--- config.mk ---
export PLATFORM = sky130hd
export DESIGN_NAME = uart_rx_core
export DESIGN_NICKNAME = d
export VERILOG_FILES = /design/src/rtl/uart_rx_pkg.sv /design/src/rtl/uart_rx_sampler.sv /design/src/rtl/uart_rx_fifo.sv /design/src/rtl/uart_rx_status.sv /design/src/rtl/uart_rx_core.sv
export SDC_FILE = /design/constraint.sdc
export NUM_CORES = 1
export LEC_CHECK = 0
export ABC_AREA = 1
export BUFFER_PORTS_ARGS = -buffer_cell sky130_fd_sc_hd__buf_2
export CORE_MARGIN = 1.5
export CORE_UTILIZATION = 63
export DETAILED_ROUTE_END_ITERATION = 10
export MAX_ROUTING_LAYER = met4
export PLACE_DENSITY = 0.8
export SLEW_MARGIN = 25
export SYNTH_ARGS = -nofsm -noshare
export SYNTH_HDL_FRONTEND = slang
export SYNTH_SLANG_ARGS = --single-unit
export TNS_END_PERCENT = 20
--- constraint.sdc ---
create_clock -name clk -period 6.57 [get_ports clk]
set_clock_uncertainty 0.1 [all_clocks]
set_input_delay 0.9855 -clock clk [delete_from_list [all_inputs] [get_ports clk]]
set_output_delay 0.9855 -clock clk [all_outputs]
set_load 0.01 [all_outputs]
--- src/rtl/uart_rx_pkg.sv ---
// Shared types for the serial receiver: the stored character record and the
// trigger-level decode. Assumes a character never exceeds 8 data bits.
package uart_rx_pkg;

    typedef struct packed {
        logic       brk;
        logic       ferr;
        logic       perr;
        logic [7:0] data;
    } rx_char_t;

    // Map the two-bit trigger select to a fill level.
    function automatic logic [4:0] trig_level(input logic [1:0] sel);
        case (sel)
            2'b00:   return 5'd1;
            2'b01:   return 5'd4;
            2'b10:   return 5'd8;
            default: return 5'd14;
        endcase
    endfunction

endpackage

--- src/rtl/uart_rx_sampler.sv ---
// Start detection, mid-bit sampling and character assembly.
// Assumes rxd is synchronised to clk and tick pulses OVS times per bit.
// Emits a one-cycle done pulse, with the finished character, on the clock
// after the stop-bit sample.
module uart_rx_sampler
    import uart_rx_pkg::*;
#(
    parameter int OVS = 16
) (
    input  logic       clk,
    input  logic       rst_n,
    input  logic       tick,
    input  logic       rxd,
    input  logic [1:0] len_sel,
    input  logic       par_en,
    input  logic       par_even,
    output logic       done,
    output rx_char_t   ch
);
    localparam int PW = $clog2(OVS);
    localparam logic [PW-1:0] PH_MID = PW'(OVS / 2 - 1);
    localparam logic [PW-1:0] PH_END = PW'(OVS - 1);

    typedef enum logic [1:0] {S_IDLE, S_START, S_SHIFT, S_BRKWAIT} st_t;

    st_t           st;
    logic [PW-1:0] ph;
    logic [3:0]    bidx;
    logic [8:0]    shreg;
    logic          all_low;
    logic [3:0]    dlen;
    logic [3:0]    nsmp;
    logic [7:0]    dmask;
    logic [7:0]    dval;
    logic          pbit;
    logic          pexp;

    // Decode the frame shape and check the sampled bits.
    always_comb begin
        dlen  = 4'd5 + {2'b00, len_sel};
        nsmp  = dlen + {3'b000, par_en};
        dmask = 8'hFF >> (4'd8 - dlen);
        dval  = shreg[7:0] & dmask;
        pbit  = shreg[dlen];
        pexp  = par_even ? ^dval : ~^dval;
    end

    // Bit-phase state machine, advanced only on oversampling ticks.
    always_ff @(posedge clk) begin
        if (!rst_n) begin
            st      <= S_IDLE;
            ph      <= '0;
            bidx    <= '0;
            shreg   <= '0;
            all_low <= 1'b0;
            done    <= 1'b0;
            ch      <= '0;
        end else begin
            done <= 1'b0;
            if (tick) begin
                unique case (st)
                    S_IDLE: begin
                        if (!rxd) begin
                            st <= S_START;
                            ph <= '0;
                        end
                    end
                    S_START: begin
                        if (ph == PH_MID) begin
                            if (rxd) begin
                                st <= S_IDLE;
                            end else begin
                                st      <= S_SHIFT;
                                ph      <= '0;
                                bidx    <= '0;
                                shreg   <= '0;
                                all_low <= 1'b1;
                            end
                        end else begin
                            ph <= ph + 1'b1;
                        end
                    end
                    S_SHIFT: begin
                        if (ph != PH_END) begin
                            ph <= ph + 1'b1;
                        end else begin
                            ph <= '0;
                            if (bidx < nsmp) begin
                                shreg[bidx] <= rxd;
                                all_low     <= all_low & ~rxd;
                                bidx        <= bidx + 1'b1;
                            end else begin
                                done    <= 1'b1;
                                ch.data <= dval;
                                ch.perr <= par_en && (pbit != pexp);
                                ch.ferr <= ~rxd;
                                ch.brk  <= all_low & ~rxd;
                                st      <= (all_low && !rxd) ? S_BRKWAIT : S_IDLE;
                            end
                        end
                    end
                    S_BRKWAIT: begin
                        if (rxd) st <= S_IDLE;
                    end
                    default: st <= S_IDLE;
                endcase
            end
        end
    end

endmodule

--- src/rtl/uart_rx_fifo.sv ---
// Circular store of received character records with a fill counter.
// Assumes wr is never raised when full and rd never when empty; the caller
// gates both. The head record is read combinationally.
module uart_rx_fifo #(
    parameter int DEPTH = 16,
    parameter int W     = 11
) (
    input  logic                       clk,
    input  logic                       rst_n,
    input  logic                       wr,
    input  logic [W-1:0]               wdata,
    input  logic                       rd,
    output logic [W-1:0]               head,
    output logic [$clog2(DEPTH+1)-1:0] count
);
    localparam int AW = $clog2(DEPTH);
    localparam int CW = $clog2(DEPTH + 1);
    localparam logic [AW-1:0] LAST = AW'(DEPTH - 1);

    logic [W-1:0]  mem [DEPTH];
    logic [AW-1:0] wptr;
    logic [AW-1:0] rptr;

    // Storage write; contents need no reset.
    always_ff @(posedge clk) begin
        if (wr) mem[wptr] <= wdata;
    end

    // Pointer and fill-level bookkeeping.
    always_ff @(posedge clk) begin
        if (!rst_n) begin
            wptr  <= '0;
            rptr  <= '0;
            count <= '0;
        end else begin
            if (wr) wptr <= (wptr == LAST) ? '0 : wptr + 1'b1;
            if (rd) rptr <= (rptr == LAST) ? '0 : rptr + 1'b1;
            if (wr && !rd)      count <= count + CW'(1);
            else if (rd && !wr) count <= count - CW'(1);
        end
    end

    assign head = mem[rptr];

endmodule

--- src/rtl/uart_rx_status.sv ---
// Commit timing, overrun, error acknowledge, timeout and interrupt logic.
// Assumes configuration is static between resets. In queued mode a finished
// character is held for DLY ticks before it enters the store.
module uart_rx_status
    import uart_rx_pkg::*;
#(
    parameter int DEPTH    = 16,
    parameter int OVS      = 16,
    parameter int DLY      = 3,
    parameter int TO_CHARS = 4,
    parameter int TO_EXTRA = 8
) (
    input  logic                       clk,
    input  logic                       rst_n,
    input  logic                       tick,
    input  logic                       done,
    input  rx_char_t                   ch,
    input  logic                       fifo_on,
    input  logic [1:0]                 trig_sel,
    input  logic [1:0]                 len_sel,
    input  logic                       par_en,
    input  logic                       rd_data,
    input  logic                       rd_lsr,
    input  logic [$clog2(DEPTH+1)-1:0] count,
    input  rx_char_t                   head,
    output logic                       fifo_wr,
    output rx_char_t                   fifo_wdata,
    output logic                       fifo_rd,
    output logic [7:0]                 rx_byte,
    output logic                       rx_avail,
    output logic                       st_overrun,
    output logic                       st_parity,
    output logic                       st_framing,
    output logic                       st_break,
    output logic                       irq_data,
    output logic                       irq_line,
    output logic                       irq_timeout,
    output logic                       rx_ready
);
    localparam int CW  = $clog2(DEPTH + 1);
    localparam int PCW = $clog2(DLY + 1);
    localparam int TOW = $clog2(TO_CHARS * OVS * 12 + TO_EXTRA + 1);

    logic           pend;
    logic [PCW-1:0] pcnt;
    rx_char_t       pch;
    logic           commit;
    logic           full;
    logic           pop;
    logic           ovr;
    logic           ack;
    logic [3:0]     frame;
    logic [TOW-1:0] to_cnt;
    logic [TOW-1:0] to_lim;
    logic           to_hit;
    rx_char_t       hv;

    // Decide when a character enters the store and whether it fits.
    always_comb begin
        pop        = rd_data && (count != '0);
        commit     = fifo_on ? (pend && tick && (pcnt == PCW'(1))) : done;
        fifo_wdata = fifo_on ? pch : ch;
        full       = fifo_on ? (count == CW'(DEPTH)) : (count != '0);
        fifo_wr    = commit && !full;
        fifo_rd    = pop;
        frame      = 4'd7 + {2'b00, len_sel} + {3'b000, par_en};
        to_lim     = TOW'(TO_CHARS * OVS) * TOW'(frame) + TOW'(TO_EXTRA);
        to_hit     = (to_cnt >= to_lim);
    end

    // Hold a finished character for the queued-mode delay.
    always_ff @(posedge clk) begin
        if (!rst_n) begin
            pend <= 1'b0;
            pcnt <= '0;
            pch  <= '0;
        end else if (done && fifo_on) begin
            pend <= 1'b1;
            pcnt <= PCW'(DLY);
            pch  <= ch;
        end else if (pend && tick) begin
            if (pcnt == PCW'(1)) pend <= 1'b0;
            pcnt <= pcnt - 1'b1;
        end
    end

    // Sticky overrun and head-error acknowledge.
    always_ff @(posedge clk) begin
        if (!rst_n) begin
            ovr <= 1'b0;
            ack <= 1'b0;
        end else begin
            if (commit && full) ovr <= 1'b1;
            else if (rd_lsr)    ovr <= 1'b0;
            if (pop || (fifo_wr && count == '0)) ack <= 1'b0;
            else if (rd_lsr)                     ack <= 1'b1;
        end
    end

    // Count idle ticks while data waits in the store.
    always_ff @(posedge clk) begin
        if (!rst_n) begin
            to_cnt <= '0;
        end else if (count == '0 || pop || fifo_wr) begin
            to_cnt <= '0;
        end else if (tick && !to_hit) begin
            to_cnt <= to_cnt + 1'b1;
        end
    end

    // Present head flags and combine interrupts.
    always_comb begin
        rx_avail    = (count != '0);
        hv          = rx_avail ? head : '0;
        rx_byte     = hv.data;
        st_parity   = hv.perr;
        st_framing  = hv.ferr;
        st_break    = hv.brk;
        st_overrun  = ovr;
        irq_line    = ovr | ((hv.perr | hv.ferr | hv.brk) & ~ack);
        irq_data    = fifo_on ? (count >= CW'(trig_level(trig_sel))) : rx_avail;
        irq_timeout = fifo_on && to_hit;
        rx_ready    = irq_data | irq_timeout;
    end

endmodule

--- src/rtl/uart_rx_core.sv ---
// Top of the serial receiver: sampler, character store and status logic.
// Assumes rx_in is already synchronised and configuration is static between
// resets.
module uart_rx_core
    import uart_rx_pkg::*;
#(
    parameter int DEPTH = 16,
    parameter int OVS   = 16
) (
    input  logic       clk,
    input  logic       rst_n,
    input  logic       rx_tick,
    input  logic       rx_in,
    input  logic [1:0] cfg_len,
    input  logic       cfg_par_en,
    input  logic       cfg_par_even,
    input  logic       cfg_fifo_on,
    input  logic [1:0] cfg_trig,
    input  logic       rd_data,
    input  logic       rd_lsr,
    output logic [7:0] rx_byte,
    output logic       rx_avail,
    output logic       st_overrun,
    output logic       st_parity,
    output logic       st_framing,
    output logic       st_break,
    output logic       irq_data,
    output logic       irq_line,
    output logic       irq_timeout,
    output logic       rx_ready
);
    localparam int CW = $clog2(DEPTH + 1);
    localparam int W  = $bits(rx_char_t);

    logic          done;
    rx_char_t      ch;
    logic          fifo_wr;
    logic          fifo_rd;
    rx_char_t      fifo_wdata;
    logic [W-1:0]  head_raw;
    rx_char_t      head;
    logic [CW-1:0] count;

    assign head = rx_char_t'(head_raw);

    uart_rx_sampler #(.OVS(OVS)) u_sampler (
        .clk      (clk),
        .rst_n    (rst_n),
        .tick     (rx_tick),
        .rxd      (rx_in),
        .len_sel  (cfg_len),
        .par_en   (cfg_par_en),
        .par_even (cfg_par_even),
        .done     (done),
        .ch       (ch)
    );

    uart_rx_fifo #(.DEPTH(DEPTH), .W(W)) u_fifo (
        .clk   (clk),
        .rst_n (rst_n),
        .wr    (fifo_wr),
        .wdata (fifo_wdata),
        .rd    (fifo_rd),
        .head  (head_raw),
        .count (count)
    );

    uart_rx_status #(.DEPTH(DEPTH), .OVS(OVS)) u_status (
        .clk         (clk),
        .rst_n       (rst_n),
        .tick        (rx_tick),
        .done        (done),
        .ch          (ch),
        .fifo_on     (cfg_fifo_on),
        .trig_sel    (cfg_trig),
        .len_sel     (cfg_len),
        .par_en      (cfg_par_en),
        .rd_data     (rd_data),
        .rd_lsr      (rd_lsr),
        .count       (count),
        .head        (head),
        .fifo_wr     (fifo_wr),
        .fifo_wdata  (fifo_wdata),
        .fifo_rd     (fifo_rd),
        .rx_byte     (rx_byte),
        .rx_avail    (rx_avail),
        .st_overrun  (st_overrun),
        .st_parity   (st_parity),
        .st_framing  (st_framing),
        .st_break    (st_break),
        .irq_data    (irq_data),
        .irq_line    (irq_line),
        .irq_timeout (irq_timeout),
        .rx_ready    (rx_ready)
    );

endmodule

Yosys cells after proc, flatten, opt, wreduce, memory -nomap -nowiden
Memory sizes are Yosys's and may differ from the RTL's. A register that Yosys moved wholly into a read port is not among the register bits.
Cells that the tools add are included.
- input bits: 13
- bits in writable memories: 176
- output and inout port bits: 17
- memories: 1
- word-level logic and storage cells: 174
- register bits after elaboration: 71
- memory list (memory ; depth ; bits a word ; rd ports ; clocked after Yosys merged registers in ; wr ports ; RTL line ; source):
    u_fifo.mem ; 16 ; 11 ; 1 ; 1 ; 1 ; uart_rx_fifo.sv:20 ; logic [W-1:0] mem [DEPTH];
- mux-type cells: 55
- add/sub/neg operators: 14
- shifts and indexed selects: 1
- reductions and logical operators: 42
- order comparisons: 6
- equality and inequality tests: 19
- bitwise operators: 14
- operators by type and width (cell ; count):
    $mux 4 ; 11
    $mux 9 ; 4
    $pmux 4 s3 ; 2
    $mux 11 ; 2
    $mux 1 ; 18
    $mux 2 ; 9
    $pmux 9 s2 ; 1
    $add 4x1->4 const B ; 4
    $logic_and 1x1->1 ; 14
    $reduce_and 6->1 ; 2
    $add 10x1->10 const B ; 1
    $add 10x4->10 const B ; 1
    $ge 10x10->1 ; 1
    $lt 4x5->1 const B ; 2
    $mux 5 ; 2
    $ne 2x2->1 const B ; 5
    $reduce_bool 2->1 ; 5
    $bwmux 9 ; 1
    $add 3x2->4 const A ; 2
    $add 4x1->4 ; 2
    $and 8x8->8 ; 1
    $eq 4x4->1 const B ; 2
    $pmux 2 s4 ; 1
    $pmux 4 s2 ; 1
    33 further kinds ; 57

Logic depth before layout (Yosys ltp)
Gate-level depths: netlist (run 1).
- depth in word-level cells: 8
- depth in mapped cells: 16
- mapped depth without buffers: 16

Cells and area by module
A second synthesis (run 1) with hierarchy kept.
- cell total of the unflattened synthesis: 1452
- area, all modules: 12359.4 um^2
- modules (own cells, without submodules) (module ; times used ; area each (um^2) ; cells each):
    uart_rx_fifo ; 1 ; 8433.1 ; 839
    uart_rx_sampler ; 1 ; 2112.0 ; 314
    uart_rx_status ; 1 ; 1814.2 ; 299

Least setup slack after synthesis (run 1)
OpenSTA, ideal clock, no wires.
- kind: in2out
- start: input cfg_len[0]
- end: output rx_ready
- data required time: 5.484 ns
- arrival: 2.534 ns
- stages on the path: 11
- setup slack: 2.950 ns
- cell sequence: inv_1 > ha_1 > ha_1 > ha_1 > nand2_1 > inv_1 > o21ai_0 > nand2_1 > nor2_1 > nor2_1 > nand3b_1
- longest elaborated chain between the ends: 6
- RTL lines (element ; RTL line ; source):
    start: declaration ; uart_rx_core.sv:14 ; input logic [1:0] cfg_len,
    $add 3x2->4 ; uart_rx_status.sv:66 ; frame = 4'd7 + {2'b00, len_sel} + {3'b000, par_en};
    $add 4x1->4 ; uart_rx_status.sv:66 ;
    $add 10x4->10 ; uart_rx_status.sv:67 ; to_lim = TOW'(TO_CHARS * OVS) * TOW'(frame) + TOW'(TO_EXTRA);
    $ge 10x10->1 ; uart_rx_status.sv:68 ; to_hit = (to_cnt >= to_lim);
    $logic_and 1x1->1 ; uart_rx_status.sv:122 ; irq_timeout = fifo_on && to_hit;
    via irq_timeout ; uart_rx_core.sv:29 ; output logic irq_timeout,
    $or 1x1->1 ; uart_rx_status.sv:123 ; rx_ready = irq_data | irq_timeout;
    end: declaration ; uart_rx_core.sv:30 ; output logic rx_ready
The timed path passes the listed nets, and every way through them passes these cells.

==> reports/metrics.yaml, run 1 <==
pwr_density_cell_nw_per_um2: 340
timing.hold.ws_ns: 0.369
fmax_mhz: 241
worst_slew_pin_slew_ns: 0.994
synth_compound_area_frac: 0.125
regArea_um2: 6790
p_switching_uw: 1360
synthXorXnorAreaFrac: 0.00853
core.rowCount: 48
synth_cells: 1147
pwr-share-seq: 0.419
ys_seq_area_frac: 0.601
synth_nets: 1203
synth_edf_count: 176
irDropWorstVdd_v: 0.000227
drt-initial-drc-count: 828
io_buffers: 29
clk_pin_slew_worst_paths_ns: 0.06
via_count: 8302
die_w_um: 137
grt_overflow: 0
finalHoldViolCount: 0
clock_path_buffers: 3
area_growth_syn_to_layout_pct: 10.6
finalCritPeriodShare: 0.633
vias_per_cell: 5.83
grt_pass1_wl_um: 40100
end_kind: "primary output"
rsz0062_at_grt: "no"
drt-pass1-iter-count: 5
ys.warnings.count: 0
fill_cells: 1229
cts_num_sinks: 251
wl_per_cell_um: 18.2
synthAdderAreaFrac: 0.0490
grt_pass1_vias: 7937
syn_area_um2: 11300
slew_headroom: 0.337
path_class: "flip-flop to primary output"
nets: 1235
async_flop_share: 0
cts_made_buffers: 25
ctsResizeCount: 0
synthMuxAreaShare: 0
cts_tree: "built"
synth.avg_cell_area_um2: 9.85
synth_top_family_by_area: "simple AND/OR/NAND/NOR gates"
setup-tns-final_ns: 0
status: "completed"
min_path_type: "flip-flop to flip-flop"
clockRootBuffer: "clkbuf_16"
dp_hpwl_um: 15600
ys_types: 45
synth-simple-area-share: 0.161
grt_antenna_before_repair: 1
start_util: 0.648
die_y_um: 137
switching_share: 0.320
internal_power_uw: 2890
dieArea_um2: 18700
ant_nets: 0
startpoint_type: "flip-flop"
coreArea_um2: 17400
final_util: 0.717
track_usage: 0.289
layout-drive-gt1-share: 0.100
grt_max_degree: 82
hold_buffers: 0
drc_errors: 0
synth_ff_type: "edfxtp_1"
leakage_uw: 0.00474
combPwrFrac: 0.253
clkPwrFrac: 0.328
htree_levels: 1
place_congestion: 0.876
multi_input_area_um2: 3890
slew_viol_final: 0
totalWireLength_um: 25900
drv_cap: 0
cp.arrival_ns: 3.07
cp.required_ns: 5.48
synth-seq-cells: 251
ios: 30
crit_fanout: 45
clkLatencyLatePin_ns: 0.52
post_cts_buffers: 0
min_period_ns: 4.16
setup_viol: 0
## synthesized netlist by cell type (2+ instances only)
cell      number  share of area
dfxtp_1       75           0.13
clkbuf_1      18         0.0060
xor2_1         8         0.0062
a21oi_1       74          0.033
o21ai_0      133          0.059
inv_2          3         0.0010
nand3_1       60          0.027
nor3_1        10         0.0044
o22ai_1       10         0.0055
o211ai_1       2         0.0013
buf_2         22         0.0097
nand2_1      200          0.066
ha_1          41          0.045
nor2_4         2         0.0020
o21ai_1        4         0.0018
nand4_1        5         0.0028
nand3b_1       2         0.0013
inv_1         99          0.033
fa_1           2         0.0035
edfxtp_1     176           0.47
buf_4          5         0.0033
or2_2          4         0.0022
nor3_2         2         0.0018
nor2_2         2         0.0011
nor2_1       139          0.046
clkinv_1       3         0.0010
o221ai_1      22          0.017
a211oi_1       3         0.0020
nand2_2        3         0.0017
xnor2_1        3         0.0023
## flip-flops by register name, summed over array words and instances, names as in the netlist, 2 cells and up, named ones only
signal and cells:
u_fifo.count 5, u_fifo.mem 176, u_fifo.rptr 4, u_fifo.wptr 4
u_sampler.bidx 4, u_sampler.ch 11, u_sampler.ph 4, u_sampler.shreg 9
u_sampler.st 2, u_status.pch 11, u_status.pcnt 2, u_status.to_cnt 10
## cells by family (layout without fill, tap and decap cells)
group / Yosys count / in the layout
and+or+nand+nor: 433 / 433
AOI/OAI and AO/OA: 255 / 255
DFF: 251 / 251
buffers and inverters: 154 / 205
adders and majority gates: 43 / 43
xor gates and xnor gates: 11 / 11
other: 0 / 1
## per-layer routing
metal | vias to the layer above | GRT usage | part of all wire
li1 | 3997 | - | -
met1 | 3855 | 0.345 | 0.39
met2 | 382 | 0.490 | 0.50
met3 | 68 | 0.0522 | 0.084
met4 | 0 | 0.113 | 0.030
met5 | - | - | 0
## layout make-up
cell class,count,share of cell area
antenna,1,0.000200
clock buffer,35,0.0555
clock inverter,11,0.00912
inverter,107,0.0325
multi-input combinational,742,0.311
sequential,251,0.543
tap,225,0.0225
timing repair buffer,52,0.0254
## per-stage QoR
step / instance area [um2] / worst slack, ns / std cells / total power, uW
final: 12500 / 2.41 / 1424 / 4240
after global routing: 12500 / 2.20 / 1424 / 4440
after CTS: 12500 / 2.46 / 1423 / 4240
after detailed placement: 11700 / 2.51 / 1377 / 2860
after global placement: 11700 / 2.57 / 1377 / 2830
after floorplan: 11300 / 2.95 / 1147 / 2570
## worst max-delay path: stages (launching register included)
cell	delay (ns)
dfxtp_1	0.30
buf_4	0.29
inv_2	0.65
nand3_1	0.22
nand3_1	0.17
nand2_1	0.06
nand2_1	0.06
nand2_1	0.05
nand2_1	0.08
nand2_1	0.06
nor2_1	0.34
o21ai_1	0.10
buf_2	0.15
## worst paths after layout
| path | startpoint | to | slack, ns | depth (start not counted) |
|---|---|---|---|---|
| setup / recovery | flip-flop | irq_line | 2.41 | 12 |
| hold / removal | u_sampler.ch[6]$_SDFFE_PN0P_ | u_status.pch[6]$_SDFFE_PN0P_ | 0.37 | 2 |
| setup reg to reg | u_fifo.count[1]$_SDFFE_PN0P_ | u_fifo.count[4]$_SDFFE_PN0P_ | 3.54 | 13 |
| hold reg to reg | u_sampler.ch[6]$_SDFFE_PN0P_ | u_status.pch[6]$_SDFFE_PN0P_ | 0.37 | 2 |
## power by group through the flow
stage / registers, uW / clock network, uW / logic [uW]
floorplan: 1790 / 0 / 775
global route: 1780 / 1470 / 1190
CTS: 1780 / 1400 / 1060
global placement: 1810 / 0 / 1020
detailed placement: 1810 / 0 / 1050
finish: 1780 / 1390 / 1070
## cells in the final DEF, fill, tap and decap left out, drive strengths merged, types with 2 or more instances in the layout
cell | netlist | routed
nor2 | 143 | 143
nand3b | 2 | 2
dfxtp | 75 | 75
o22ai | 10 | 10
nand4 | 5 | 5
bufinv | 0 | 2
inv | 103 | 104
o211ai | 2 | 2
clkinvlp | 0 | 3
edfxtp | 176 | 176
a21oi | 75 | 75
o21ai | 138 | 138
buf | 29 | 52
o221ai | 22 | 22
nor3 | 12 | 12
ha | 41 | 41
or2 | 4 | 4
clkinv | 4 | 9
xor2 | 8 | 8
xnor2 | 3 | 3
fa | 2 | 2
clkbuf | 18 | 35
a211oi | 4 | 4
nand2 | 203 | 203
nand3 | 62 | 62
Note: power is estimated with default switching activity, not from simulation.
==> run 2: changes to the inputs <==
--- a/config.mk
+++ b/config.mk
@@ -8,10 +8,10 @@
 export ABC_AREA = 1
 export BUFFER_PORTS_ARGS = -buffer_cell sky130_fd_sc_hd__buf_2
 export CORE_MARGIN = 1.5
-export CORE_UTILIZATION = 63
+export CORE_UTILIZATION = 62
 export DETAILED_ROUTE_END_ITERATION = 10
 export MAX_ROUTING_LAYER = met4
-export PLACE_DENSITY = 0.8
+export PLACE_DENSITY = 0.79
 export SLEW_MARGIN = 25
 export SYNTH_ARGS = -nofsm -noshare
 export SYNTH_HDL_FRONTEND = slang
==> constraint.sdc (replaced) <==
create_clock -name clk -period 3.9 [get_ports clk]
set_clock_uncertainty 0.1 [all_clocks]
set_input_delay 0.585 -clock clk [delete_from_list [all_inputs] [get_ports clk]]
set_output_delay 0.585 -clock clk [all_outputs]
set_load 0.01 [all_outputs]
==> run 2 against run 1 <==
Effect of this change: via count shrank 0.79%; critical path depth is the same; cell count grew 0.91%; hold slack worse by 0.12 ns; utilization shrank 1.5 points; critical path type unchanged; largest cell class unchanged; largest power group unchanged; highest routed layer unchanged.
==> reports/metrics.yaml, run 2 (synthesis results as in run 1) <==
status: "completed"
ctsResizeCount: 0
place_congestion: 0.888
max_stage_delay_ns: 0.65
coreArea_um2: 17900
fmax_mhz: 284
holdPathStages: 3
r2r_slack_ns: 0.87
via_count: 8236
clock_path_buffers: 3
largestRegisters: "u_fifo.mem (176), u_sampler.ch (11), u_status.pch (11)"
cts_made_buffers: 25
hold_buffers: 0
crit_fanout: 88
start_util: 0.631
slew_headroom: 0.407
grt_antenna_before_repair: 0
drt-initial-drc-count: 585
clk_pin_slew_worst_paths_ns: 0.06
largest_reg_flops: 176
min_period_ns: 3.52
clkPwrFrac: 0.333
power.total_uw: 7180
cp.required_ns: 3.21
totalWireLength_um: 24400
slew_viol_final: 0
dp_slack_ns: 0.631
min_from: "rd_lsr"
cp.arrival_ns: 2.83
wl_per_cell_um: 16.9
setup_viol: 0
grt_overflow: 0
rsz0062_at_grt: "no"
leakage_uw: 0.00480
grt_pass1_vias: 7738
r2r_end: "u_fifo.count[4]$_SDFFE_PN0P_"
layout-drive-gt1-share: 0.103
ant_nets: 0
core.rowCount: 49
finalCritPeriodShare: 0.902
finalHoldViolCount: 0
final_util: 0.702
fin_ws_ns: 0.382
pwr_density_cell_nw_per_um2: 571
nets: 1246
clkLatencyLatePin_ns: 0.52
die_y_um: 138
startpoint_type: "flip-flop"
setup-tns-final_ns: 0
ios: 30
die_w_um: 138
dp_hpwl_um: 15300
irDropWorstVdd_v: 0.000545
timing.hold.ws_ns: 0.252
hold_end: "u_status.st_overrun$_SDFFE_PN0P_"
post_cts_buffers: 0
worst_slew_pin_slew_ns: 0.889
grt_max_degree: 89
end_kind: "primary output"
track_usage: 0.272
layout_common_cells: "nand2_1 (200), edfxtp_1 (176), nor2_1 (139)"
clockRootBuffer: "clkbuf_16"
r2r_cells: 13
pwr-share-seq: 0.416
worst_path_most_repeated_cell: "nand2_1"
combPwrFrac: 0.251
grt_pass1_wl_um: 38200
path_class: "flip-flop to primary output"
n_antenna_cell: 0
drt-pass1-iter-count: 5
r2r-start: "u_fifo.count[0]$_SDFFE_PN0P_"
internal_power_uw: 4940
io_buffers: 29
crit_slowest_cell: "buf_4"
p_switching_uw: 2250
drc_errors: 0
cp_cell_sequence: "buf_4 -> nand2_1 -> nand3_1 -> nand2_1 -> a21oi_1 -> nand2_1 -> nand2_1 -> nand2_1 -> inv_1 -> nor2_1 -> o21ai_1 -> buf_2"
htree_levels: 1
cts_num_sinks: 251
layout_commonest_cell: "nand2_1"
regMostFlops: "u_fifo.mem"
cts_tree: "built"
switching_share: 0.313
area_growth_syn_to_layout_pct: 11.3
min_path_type: "primary input to flip-flop"
dieArea_um2: 19000
vias_per_cell: 5.73
drv_cap: 0
## run 2: cell count changes in the layout (fill, tap and decap cells not counted), sizes merged
| cell | previous run | this run |
|---|---|---|
| buf | 52 | 63 |
| bufinv | 2 | 4 |
| clkbuf | 35 | 29 |
| clkinv | 9 | 12 |
| clkinvlp | 3 | 4 |
| diode | 1 | 0 |
| inv | 104 | 103 |
## run 2: how the worst max path moves through the flow
stage                     startpoint                              end  slack, ns  cells after the start
after floorplan           cfg_len[0]                         rx_ready       1.08                     11
after global placement    cfg_len[0]                         rx_ready       0.71                     13
after detailed placement  cfg_len[0]  u_sampler.shreg[2]$_SDFFE_PN0P_       0.63                     16
after CTS                  flip-flop                         irq_line       0.46                     12
after global routing       flip-flop                         irq_line       0.23                     12
final                      flip-flop                         irq_line       0.38                     12
## run 2: final cells by class
type                       instances  area, um2
clock buffer                      29        641
clock inverter                    16        181
fill                            1278       5330
inverter                         107        405
multi-input combinational        742       3870
sequential                       251       6790
tap                              229        287
timing repair buffer              63        400
## run 2: per-stage QoR
stage	instances	instance area, um2
2_1_floorplan	1147	11300
3_3_place_gp	1392	11800
3_5_place_dp	1392	11800
4_1_cts	1437	12600
5_1_grt	1437	12600
6_report	1437	12600
## run 2: power groups by stage
stage               Clock (uW)  Sequential, uW  Combinational [uW]
CTS                       2420            2990                1800
global route              2530            3000                2020
detailed placement           0            3040                1780
finish                    2390            2990                1810
floorplan                    0            3020                1310
global placement             0            3040                1720
## run 2: layer usage
metal  GRT usage  routed length (um)  vias up
met5           -                   0        -
met4       0.103                 866        0
met3      0.0402                1740       60
met2       0.461               11900      304
met1       0.333                9900     3843
li1            -                   -     4029
## run 2: worst max-delay path, delay by kind of cell (launching register included)
| family | cells | cell delay [ns] |
|---|---|---|
| buf+inv | 3 | 0.91 |
| flops | 1 | 0.35 |
| simple gates | 7 | 0.69 |
| compound gates | 2 | 0.26 |
